### src/rtl/gcd_div_pkg.sv
// Shared types for the binary-GCD modular divider.
package gcd_div_pkg;
    typedef enum logic {
        ST_IDLE = 1'b0,
        ST_RUN  = 1'b1
    } gcd_state_e;
endpackage

### src/rtl/gcd_mod_sub.sv
// Modular subtractor: diff = (minu - subt) mod M.
// Assumes minu < M and subt < M, so one conditional add of M suffices.
module gcd_mod_sub #(
    parameter int W = 16
) (
    input  logic [W-1:0] minu,
    input  logic [W-1:0] subt,
    input  logic [W-1:0] modv,
    output logic [W-1:0] diff
);
    logic [W:0] raw;
    logic [W:0] fixed;

    // Subtract, then wrap back by M when the difference went negative.
    always_comb begin
        raw   = {1'b0, minu} - {1'b0, subt};
        fixed = raw + {1'b0, modv};
        diff  = raw[W] ? fixed[W-1:0] : raw[W-1:0];
    end
endmodule

### src/rtl/gcd_mod_shift.sv
// Modular halving/quartering: res = val / 2 or val / 4 modulo an odd M.
// Adds k*M (k in 0..3) so the sum becomes divisible, then shifts.
// Assumes val < M and M odd; the result is then below M.
module gcd_mod_shift #(
    parameter int W = 16
) (
    input  logic [W-1:0] val,
    input  logic [W-1:0] modv,
    input  logic         quad,
    output logic [W-1:0] res
);
    localparam int SW = W + 2;

    logic [1:0]    prod_lo;
    logic [1:0]    k;
    logic [SW-1:0] m_ext;
    logic [SW-1:0] kmul;
    logic [SW-1:0] sum;

    // Choose the multiple of M that clears the low one or two bits.
    // For odd M, M*M = 1 mod 4, so k = -val*M mod 4 clears two bits.
    always_comb begin
        prod_lo = val[1:0] * modv[1:0];
        k       = quad ? (2'd0 - prod_lo) : {1'b0, val[0]};
        m_ext   = {2'b00, modv};
        case (k)
            2'd0:    kmul = '0;
            2'd1:    kmul = m_ext;
            2'd2:    kmul = m_ext << 1;
            default: kmul = m_ext + (m_ext << 1);
        endcase
        sum = {2'b00, val} + kmul;
        res = quad ? sum[W+1:2] : sum[W:1];
    end
endmodule

### src/rtl/gcd_mod_div.sv
// Sequential modular divider: quot = y * x^-1 mod M, one step per cycle.
// Assumes M odd, x < M, y < M. Pairs (a,u) and (b,v) keep a*q = u and
// b*q = v (mod M); the run ends when a reaches zero, leaving gcd in b.
module gcd_mod_div
    import gcd_div_pkg::*;
#(
    parameter int W = 16
) (
    input  logic         clk,
    input  logic         rst_n,
    input  logic         start,
    input  logic [W-1:0] op_x,
    input  logic [W-1:0] op_y,
    input  logic [W-1:0] modulus,
    output logic         busy,
    output logic         done,
    output logic         err,
    output logic [W-1:0] quot
);
    localparam int LIMIT = 4 * W;
    localparam int CW    = $clog2(LIMIT + 2) + 1;

    gcd_state_e    state_q;
    logic [W-1:0]  a_q, b_q, u_q, v_q, m_q;
    logic [CW-1:0] cnt_q;
    logic [W-1:0]  quot_q;
    logic          done_q, err_q;

    logic [W:0]    ab_diff;
    logic [W-1:0]  ba_diff;
    logic          swap;
    logic          a_quad;
    logic [W-1:0]  sub_minu, sub_subt, uv_diff, u_shift;

    // Magnitude compare through the borrow of a - b; sets the swap flag.
    always_comb begin
        ab_diff  = {1'b0, a_q} - {1'b0, b_q};
        ba_diff  = b_q - a_q;
        swap     = ab_diff[W];
        a_quad   = (a_q[1:0] == 2'b00);
        sub_minu = swap ? v_q : u_q;
        sub_subt = swap ? u_q : v_q;
    end

    gcd_mod_sub #(.W(W)) u_sub (
        .minu (sub_minu),
        .subt (sub_subt),
        .modv (m_q),
        .diff (uv_diff)
    );

    gcd_mod_shift #(.W(W)) u_shift_unit (
        .val  (u_q),
        .modv (m_q),
        .quad (a_quad),
        .res  (u_shift)
    );

    // Control FSM and working registers: load, step, and finish.
    always_ff @(posedge clk) begin
        if (!rst_n) begin
            state_q <= ST_IDLE;
            a_q     <= '0;
            b_q     <= '0;
            u_q     <= '0;
            v_q     <= '0;
            m_q     <= '0;
            cnt_q   <= '0;
            quot_q  <= '0;
            err_q   <= 1'b0;
            done_q  <= 1'b0;
        end else begin
            done_q <= 1'b0;
            case (state_q)
                ST_IDLE: begin
                    if (start) begin
                        a_q     <= op_x;
                        b_q     <= modulus;
                        u_q     <= op_y;
                        v_q     <= '0;
                        m_q     <= modulus;
                        cnt_q   <= '0;
                        state_q <= ST_RUN;
                    end
                end
                default: begin
                    cnt_q <= cnt_q + 1'b1;
                    if (a_q == '0) begin
                        quot_q  <= v_q;
                        err_q   <= (b_q != {{(W-1){1'b0}}, 1'b1});
                        done_q  <= 1'b1;
                        state_q <= ST_IDLE;
                    end else if (!a_q[0]) begin
                        a_q <= a_quad ? (a_q >> 2) : (a_q >> 1);
                        u_q <= u_shift;
                    end else if (swap) begin
                        a_q <= ba_diff;
                        b_q <= a_q;
                        u_q <= uv_diff;
                        v_q <= u_q;
                    end else begin
                        a_q <= ab_diff[W-1:0];
                        u_q <= uv_diff;
                    end
                end
            endcase
        end
    end

    assign busy = (state_q == ST_RUN);
    assign done = done_q;
    assign err  = err_q;
    assign quot = quot_q;

    // the modulus-side value stays odd for the whole run.
    a_r9_b_odd: assert property (@(posedge clk) disable iff (!rst_n)
        busy |-> b_q[0]);

    // companion values stay reduced below M.
    a_r9_companions_reduced: assert property (@(posedge clk) disable iff (!rst_n)
        busy |-> (u_q < m_q) && (v_q < m_q));

    // done lasts a single cycle.
    a_r3_done_pulse: assert property (@(posedge clk) disable iff (!rst_n)
        done |=> !done);

    // done only rises right after a busy cycle.
    a_r7_done_after_busy: assert property (@(posedge clk) disable iff (!rst_n)
        $rose(done) |-> $past(busy));

    // the step count never exceeds the 4*W bound.
    a_r6_step_bound: assert property (@(posedge clk) disable iff (!rst_n)
        busy |-> (cnt_q <= CW'(LIMIT)));

    // a start while busy leaves the latched modulus alone.
    a_r5_start_ignored: assert property (@(posedge clk) disable iff (!rst_n)
        (busy && start) |=> $stable(m_q));
endmodule

### config.mk
export PLATFORM = sky130hd
export DESIGN_NAME = gcd_mod_div
export DESIGN_NICKNAME = d
export VERILOG_FILES = /design/src/rtl/gcd_div_pkg.sv /design/src/rtl/gcd_mod_sub.sv /design/src/rtl/gcd_mod_shift.sv /design/src/rtl/gcd_mod_div.sv
export SDC_FILE = /design/constraint.sdc
export NUM_CORES = 1
export LEC_CHECK = 0
export BUFFER_PORTS_ARGS = -buffer_cell sky130_fd_sc_hd__buf_4
export CAP_MARGIN = 30
export CORE_ASPECT_RATIO = 1.75
export CORE_MARGIN = 2
export CORE_UTILIZATION = 55
export CTS_BUF_LIST = sky130_fd_sc_hd__clkbuf_8
export DETAILED_ROUTE_END_ITERATION = 10
export PLACE_DENSITY = 0.74
export SYNTH_ARGS = -nofsm -noshare
export SYNTH_HDL_FRONTEND = slang
export SYNTH_SLANG_ARGS = --single-unit
### constraint.sdc
create_clock -name clk -period 11.7 [get_ports clk]
set_clock_uncertainty 0.2 [all_clocks]
set_input_delay 1.17 -clock clk [delete_from_list [all_inputs] [get_ports clk]]
set_output_delay 1.17 -clock clk [all_outputs]
set_load 0.02 [all_outputs]
==> flow_metrics.py, run 1 <==
metrics = {
    "run_status": {
        "status": "complete, no violations",
    },
    "place": {
        "post-place-ws_ns": 4.62,
        "dp.cells": 1653,
        "portBuffers": 69,
        "post_dp_cell_area_mm2": 0.0107,
        "gp_congestion": 0.952,
        "hpwl_mm": 24.8,
    },
    "grt": {
        "grt_first_pass_wirelength_mm": 51.5,
        "grt_max_degree": 63,
        "antenna_found_initial": 0,
        "grt-ovfl-total": 0,
        "grt_pass1_vias": 9950,
        "grt_usage_pct": 33.3,
    },
    "sta": {
        "maxSlewHeadroom_pct": 32.4,
        "fin_ws_ns": 4.43,
        "clock.fmax_mhz": 138,
        "period_needed_ns": 7.27,
        "rsz0062_at_grt": "false",
        "min_period_over_period_pct": 62.1,
        "whs_ns": 0.263,
        "worst_pin_slew_ns": 1.01,
        "report.final.setup_viol": 0,
        "setup_tns_ns": 0,
        "final-hold-violation-count": 0,
        "slew_viol_final": 0,
    },
    "clocking": {
        "cts_tree": "yes",
        "clockBufferDepth": 2,
        "cts_sinks": 99,
        "post_cts_buffers": 0,
        "h-tree-depth": 3,
        "post_cts_resized": 0,
        "holdBufCountCts": 0,
        "numCtsBuffers": 9,
        "clk_pin_slew_ns": 0.11,
        "worst_skew_pair.late_latency_ns": 0.40,
        "cts_root_buffer": "clkbuf_8",
    },
    "hold_path": {
        "min_from": "quot[15]",
        "hold_class": "flop to flop",
    },
    "worst_setup_path": {
        "cp.required_ns": 11.78,
        "critical_path.startpoint_type": "flop",
        "critical_path_class": "flop to flop",
        "cp-end-kind": "flop",
        "crit_start": "a_q[0]",
        "r2r_start": "a_q[0]",
        "worstPathArrival_ns": 7.35,
        "crit_fanout": 43,
    },
    "die": {
        "die_w_um": 107,
        "initial_core_util_pct": 56.1,
        "io_pins": 70,
        "fp.coreArea_mm2": 0.0181,
        "rows": 65,
        "die_h_um": 184,
        "dieArea_mm2": 0.0196,
    },
    "drt": {
        "vias": 10494,
        "drt-vias-per-instance": 6.29,
        "drt_iter0_drc": 710,
        "drcViolationCount": 0,
        "routed_wl_mm": 32.6,
        "wire_per_inst_um": 19.5,
        "drt-pass1-iter-count": 5,
        "drtAntennaViolNets": 0,
    },
    "final_layout": {
        "regArea_mm2": 0.00198,
        "final_nets": 1567,
        "multi_input_area_mm2": 0.00755,
        "diodes": 0,
        "final_cell_count_no_fill": 1669,
        "design_area_mm2": 0.0109,
        "num-fill-cells": 1722,
        "area.growth.synth_to_final_pct": 7.90,
        "final_util_pct": 60.6,
        "layout-drive-gt1-share_pct": 9.48,
    },
    "synth": {
        "synth_nets": 1556,
        "synthArstFlopShare_pct": 0,
        "netlist-cell-type-count": 90,
        "synth_area_leader_cell": "dfxtp_1",
        "syn-cell-area_mm2": 0.0101,
        "syn_avg_cell_area_um2": 7.14,
        "synth-seq-area-share_pct": 19.6,
        "synth_edf_count": 0,
        "ys_ff_latch": 99,
        "ys.flop_type": "dfxtp_1",
        "synthCells": 1419,
        "ys.warnings.count": 0,
        "synth_top_area_share_pct": 19.6,
        "yosys-top-cells-area": "dfxtp_1, ha_1, nand2_1",
        "synth_commonest_cells": "nand2_1, a21oi_1, nor2_1, dfxtp_1, ha_1",
        "post-synth-top-count-cell": "nand2_1",
    },
    "run": {
        "drv_cap": 0,
    },
    "power_and_ir_drop": {
        "p_leak_nw": 4.50,
        "power_mw": 1.54,
        "vdd_ir_drop_max_mv": 0.102,
        "p_per_area_mw_per_mm2": 141,
    },
}
[worst paths after layout]
path              endpoint  slack [ns]  cells after the start
setup / recovery   u_q[15]        4.43                     27
hold / removal    quot[15]        0.26                      2
setup reg to reg   u_q[15]        4.43                     27
hold reg to reg   quot[15]        0.26                      2
[layout by cell type, fill, tap and decap left out, drive strengths merged, types with 5 or more instances in the layout]
cell     Yosys  layout
a211oi      39      39
a21boi       9       9
nand3       40      40
nor2b       15      15
o31ai        8       8
or3          5       5
buf         18      83
inv         66      67
fa           5       5
xor2        19      19
a221oi      11      11
nor3        25      25
dfxtp       99      99
nor4        10      10
and3         6       6
and2        14      14
o21ai       91      91
a31o         5       5
o22ai        6       6
a31oi       13      13
a21oi      143     143
nand4       14      14
o2111ai      6       6
nand2      227     227
o211ai      16      16
nor2       118     118
nand2b      26      26
mux2i       48      48
xnor2       48      48
clkbuf      65      11
o221ai      17      17
ha          81      81
o21bai      11      11
a21o        21      21
o21a         9       9
[flip-flops by register name, indices dropped and copies added, names as in the netlist]
| name | cells |
|---|---|
| a_q | 16 |
| b_q | 16 |
| m_q | 16 |
| quot | 16 |
| u_q | 16 |
| v_q | 16 |
| busy | 1 |
| done | 1 |
| err | 1 |
[per-layer routing]
metal / global-route usage (%) / vias up / wire (µm)
met5: 0 / - / 0
met4: 17.9 / 0 / 1780
met3: 3.62 / 101 / 1860
met2: 60.0 / 374 / 16400
met1: 38.0 / 4896 / 12500
li1: - / 5123 / -
[cell families after synthesis]
group	Yosys count	share of synthesized area [%]
AND/OR/NAND/NOR	521	23.2
AO/OA/AOI/OAI	443	29.1
buffers and inverters	150	6.05
flip-flops	99	19.6
adder cells (fa/ha/maj)	88	11.2
XOR/XNOR	67	5.86
multiplexers	51	5.07
[critical path, stage by stage, from the launching register on]
cell and delay [ns]:
dfxtp_1 0.33, buf_4 0.38, inv_1 0.39, ha_1 0.36, fa_1 0.38, and2b_1 0.23
o2111ai_1 0.16, a31oi_2 0.28, a21oi_4 0.10, buf_4 0.32, o21ai_0 0.27, a221oi_2 0.11
nor3_1 0.60, o22ai_1 0.19, a222oi_1 0.34, o21ai_1 0.12, xnor2_1 0.18, ha_1 0.23
or2_2 0.30, o22a_1 0.19, a41oi_1 0.27, a21oi_1 0.14, a21o_1 0.20, a21oi_1 0.25
o211ai_1 0.12, a31oi_1 0.21, xnor2_1 0.17, o211ai_2 0.08
[where the power goes]
part           internal (mW)  total [mW]  leakage (nW)  switching (mW)
clock                  0.133       0.271         0.112           0.138
sequential             0.361       0.419         0.812          0.0577
combinational          0.340       0.852          3.58           0.513
[area by class of cell]
cell class | count | area share, %
sequential | 99 | 18.1
multi-input combinational | 1170 | 69.0
clock inverter | 5 | 0.767
tap | 234 | 2.68
clock buffer | 11 | 1.38
timing repair buffer | 83 | 5.70
inverter | 67 | 2.30
No activity file was read; power rests on OpenSTA's default activity.
==> run 2, diff against run 1 <==
Clock period 11.7 ns to 7.1 ns, I/O delays scaled along.
==> flow_metrics.py, run 2 (synthesis gave the netlist of run 1 again) <==
metrics = {
    "die": {
        "io_pins": 70,
        "die_w_um": 107,
        "die_h_um": 184,
        "initial_core_util_pct": 56.1,
        "dieArea_mm2": 0.0196,
        "fp.coreArea_mm2": 0.0181,
        "rows": 65,
    },
    "sta": {
        "worst_pin_slew_ns": 1.03,
        "period_needed_ns": 6.48,
        "maxSlewHeadroom_pct": 30.8,
        "report.final.setup_viol": 0,
        "slew_viol_final": 0,
        "final-hold-violation-count": 0,
        "clock.fmax_mhz": 154,
        "fin_ws_ns": 0.620,
        "rsz0062_at_grt": "false",
        "min_period_over_period_pct": 91.3,
        "setup_tns_ns": 0,
    },
    "worst_setup_path": {
        "crit_fanout": 7,
        "critPathMaxStageDelay_ns": 0.48,
        "cp.required_ns": 7.18,
        "critical_path.startpoint_type": "flop",
        "critical_path_class": "flop to flop",
        "cp-end-kind": "flop",
        "rr_worst_depth": 29,
        "worstPathArrival_ns": 6.56,
        "crit_path_frequent_cell": "a21oi_1",
        "crit_slowest_cell": "dfxtp_1",
    },
    "power_and_ir_drop": {
        "p_leak_nw": 4.50,
        "p_int_mw": 1.31,
        "p_clk_share_pct": 14.8,
        "p_per_area_mw_per_mm2": 227,
        "combPwrFrac_pct": 57.6,
        "sequentialPowerShare_pct": 27.6,
        "vdd_ir_drop_max_mv": 0.128,
        "power_switching_mw": 1.17,
        "switching_share_pct": 47.3,
    },
    "grt": {
        "grt_usage_pct": 34.6,
        "grt-ovfl-total": 0,
        "antenna_found_initial": 0,
        "grt_pass1_vias": 10354,
        "grt_max_degree": 86,
        "grt_first_pass_wirelength_mm": 53.4,
    },
    "drt": {
        "drt-pass1-iter-count": 5,
        "drtAntennaViolNets": 0,
        "drt_iter0_drc": 712,
        "wire_per_inst_um": 20.1,
        "vias": 10690,
        "drt-vias-per-instance": 6.39,
        "drcViolationCount": 0,
        "routed_wl_mm": 33.6,
    },
    "final_layout": {
        "layout-drive-gt1-share_pct": 9.60,
        "area.growth.synth_to_final_pct": 7.63,
        "final_util_pct": 60.4,
        "final_nets": 1571,
        "diodes": 0,
        "final_cell_mix": "nand2_1, a21oi_1, nor2_1, dfxtp_1, buf_4",
        "design_area_mm2": 0.0109,
        "final_common_cell": "nand2_1",
        "final_cell_count_no_fill": 1672,
        "num-fill-cells": 1798,
    },
    "clocking": {
        "clk_pin_slew_ns": 0.10,
        "h-tree-depth": 3,
        "cts_sinks": 99,
        "worst_skew_pair.late_latency_ns": 0.40,
        "holdBufCountCts": 0,
        "cts_root_buffer": "clkbuf_8",
        "post_cts_buffers": 0,
        "clockBufferDepth": 2,
        "post_cts_resized": 0,
        "numCtsBuffers": 9,
        "cts_tree": "yes",
    },
    "place": {
        "post_dp_cell_area_mm2": 0.0107,
        "gp_congestion": 0.993,
        "post-place-ws_ns": 0.755,
        "dp.cells": 1657,
        "hpwl_mm": 25.1,
        "portBuffers": 69,
    },
    "run": {
        "drv_cap": 0,
    },
    "hold_path": {
        "hold_class": "flop to flop",
        "hold_depth": 2,
    },
    "run_status": {
        "status": "complete, no violations",
    },
}
==> run 2: layout make-up <==
class | count | area [µm²] | share of cell area (%)
Timing Repair Buffer | 87 | 653 | 5.99
Sequential cell | 99 | 1980 | 18.2
Inverter | 67 | 251 | 2.31
Tap cell | 234 | 293 | 2.68
Clock buffer | 11 | 151 | 1.39
Clock inverter | 4 | 26.3 | 0.241
Multi-Input combinational cell | 1170 | 7550 | 69.2
==> run 2: power by group through the flow <==
stage	combinational (mW)	clock [mW]	sequential (mW)
final	1.43	0.367	0.683
after global routing	1.57	0.391	0.691
after CTS	1.40	0.368	0.680
after detailed placement	1.39	0	0.693
after global placement	1.37	0	0.692
after floorplan	1.13	0	0.649
==> run 2: worst paths after layout <==
path | start | endpoint | slack (ns)
min | quot[6] | quot[6] | 0.26
min reg2reg | quot[6] | quot[6] | 0.26
max reg2reg | a_q[9] | u_q[15] | 0.62
max | a_q[9] | u_q[15] | 0.62
==> run 2: per-layer routing <==
metal	vias to the layer above	wire [µm]	track usage, %
li1	5111	-	-
met1	4983	12300	37.9
met2	449	16500	60.4
met3	147	1950	4.04
met4	0	2740	26.0
met5	-	0	0
==> run 2: critical path, delay by kind of cell (launching register included) <==
family                     cells  cell delay (ns)
buffers and inverters          1             0.08
muxes                          1             0.32
AOI/OAI and AO/OA             15             2.79
xor gates and xnor gates       2             0.46
adders and majority gates      3             0.81
and+or+nand+nor                7             1.22
DFF                            1             0.48
==> run 2: stage by stage <==
| stage | power, mW | hold WS [ns] |
|---|---|---|
| 5_1_grt | 2.65 | 0.283 |
| 2_1_floorplan | 1.78 | 0.253 |
| 6_report | 2.48 | 0.260 |
| 3_5_place_dp | 2.09 | 0.248 |
| 3_3_place_gp | 2.06 | 0.243 |
| 4_1_cts | 2.45 | 0.262 |
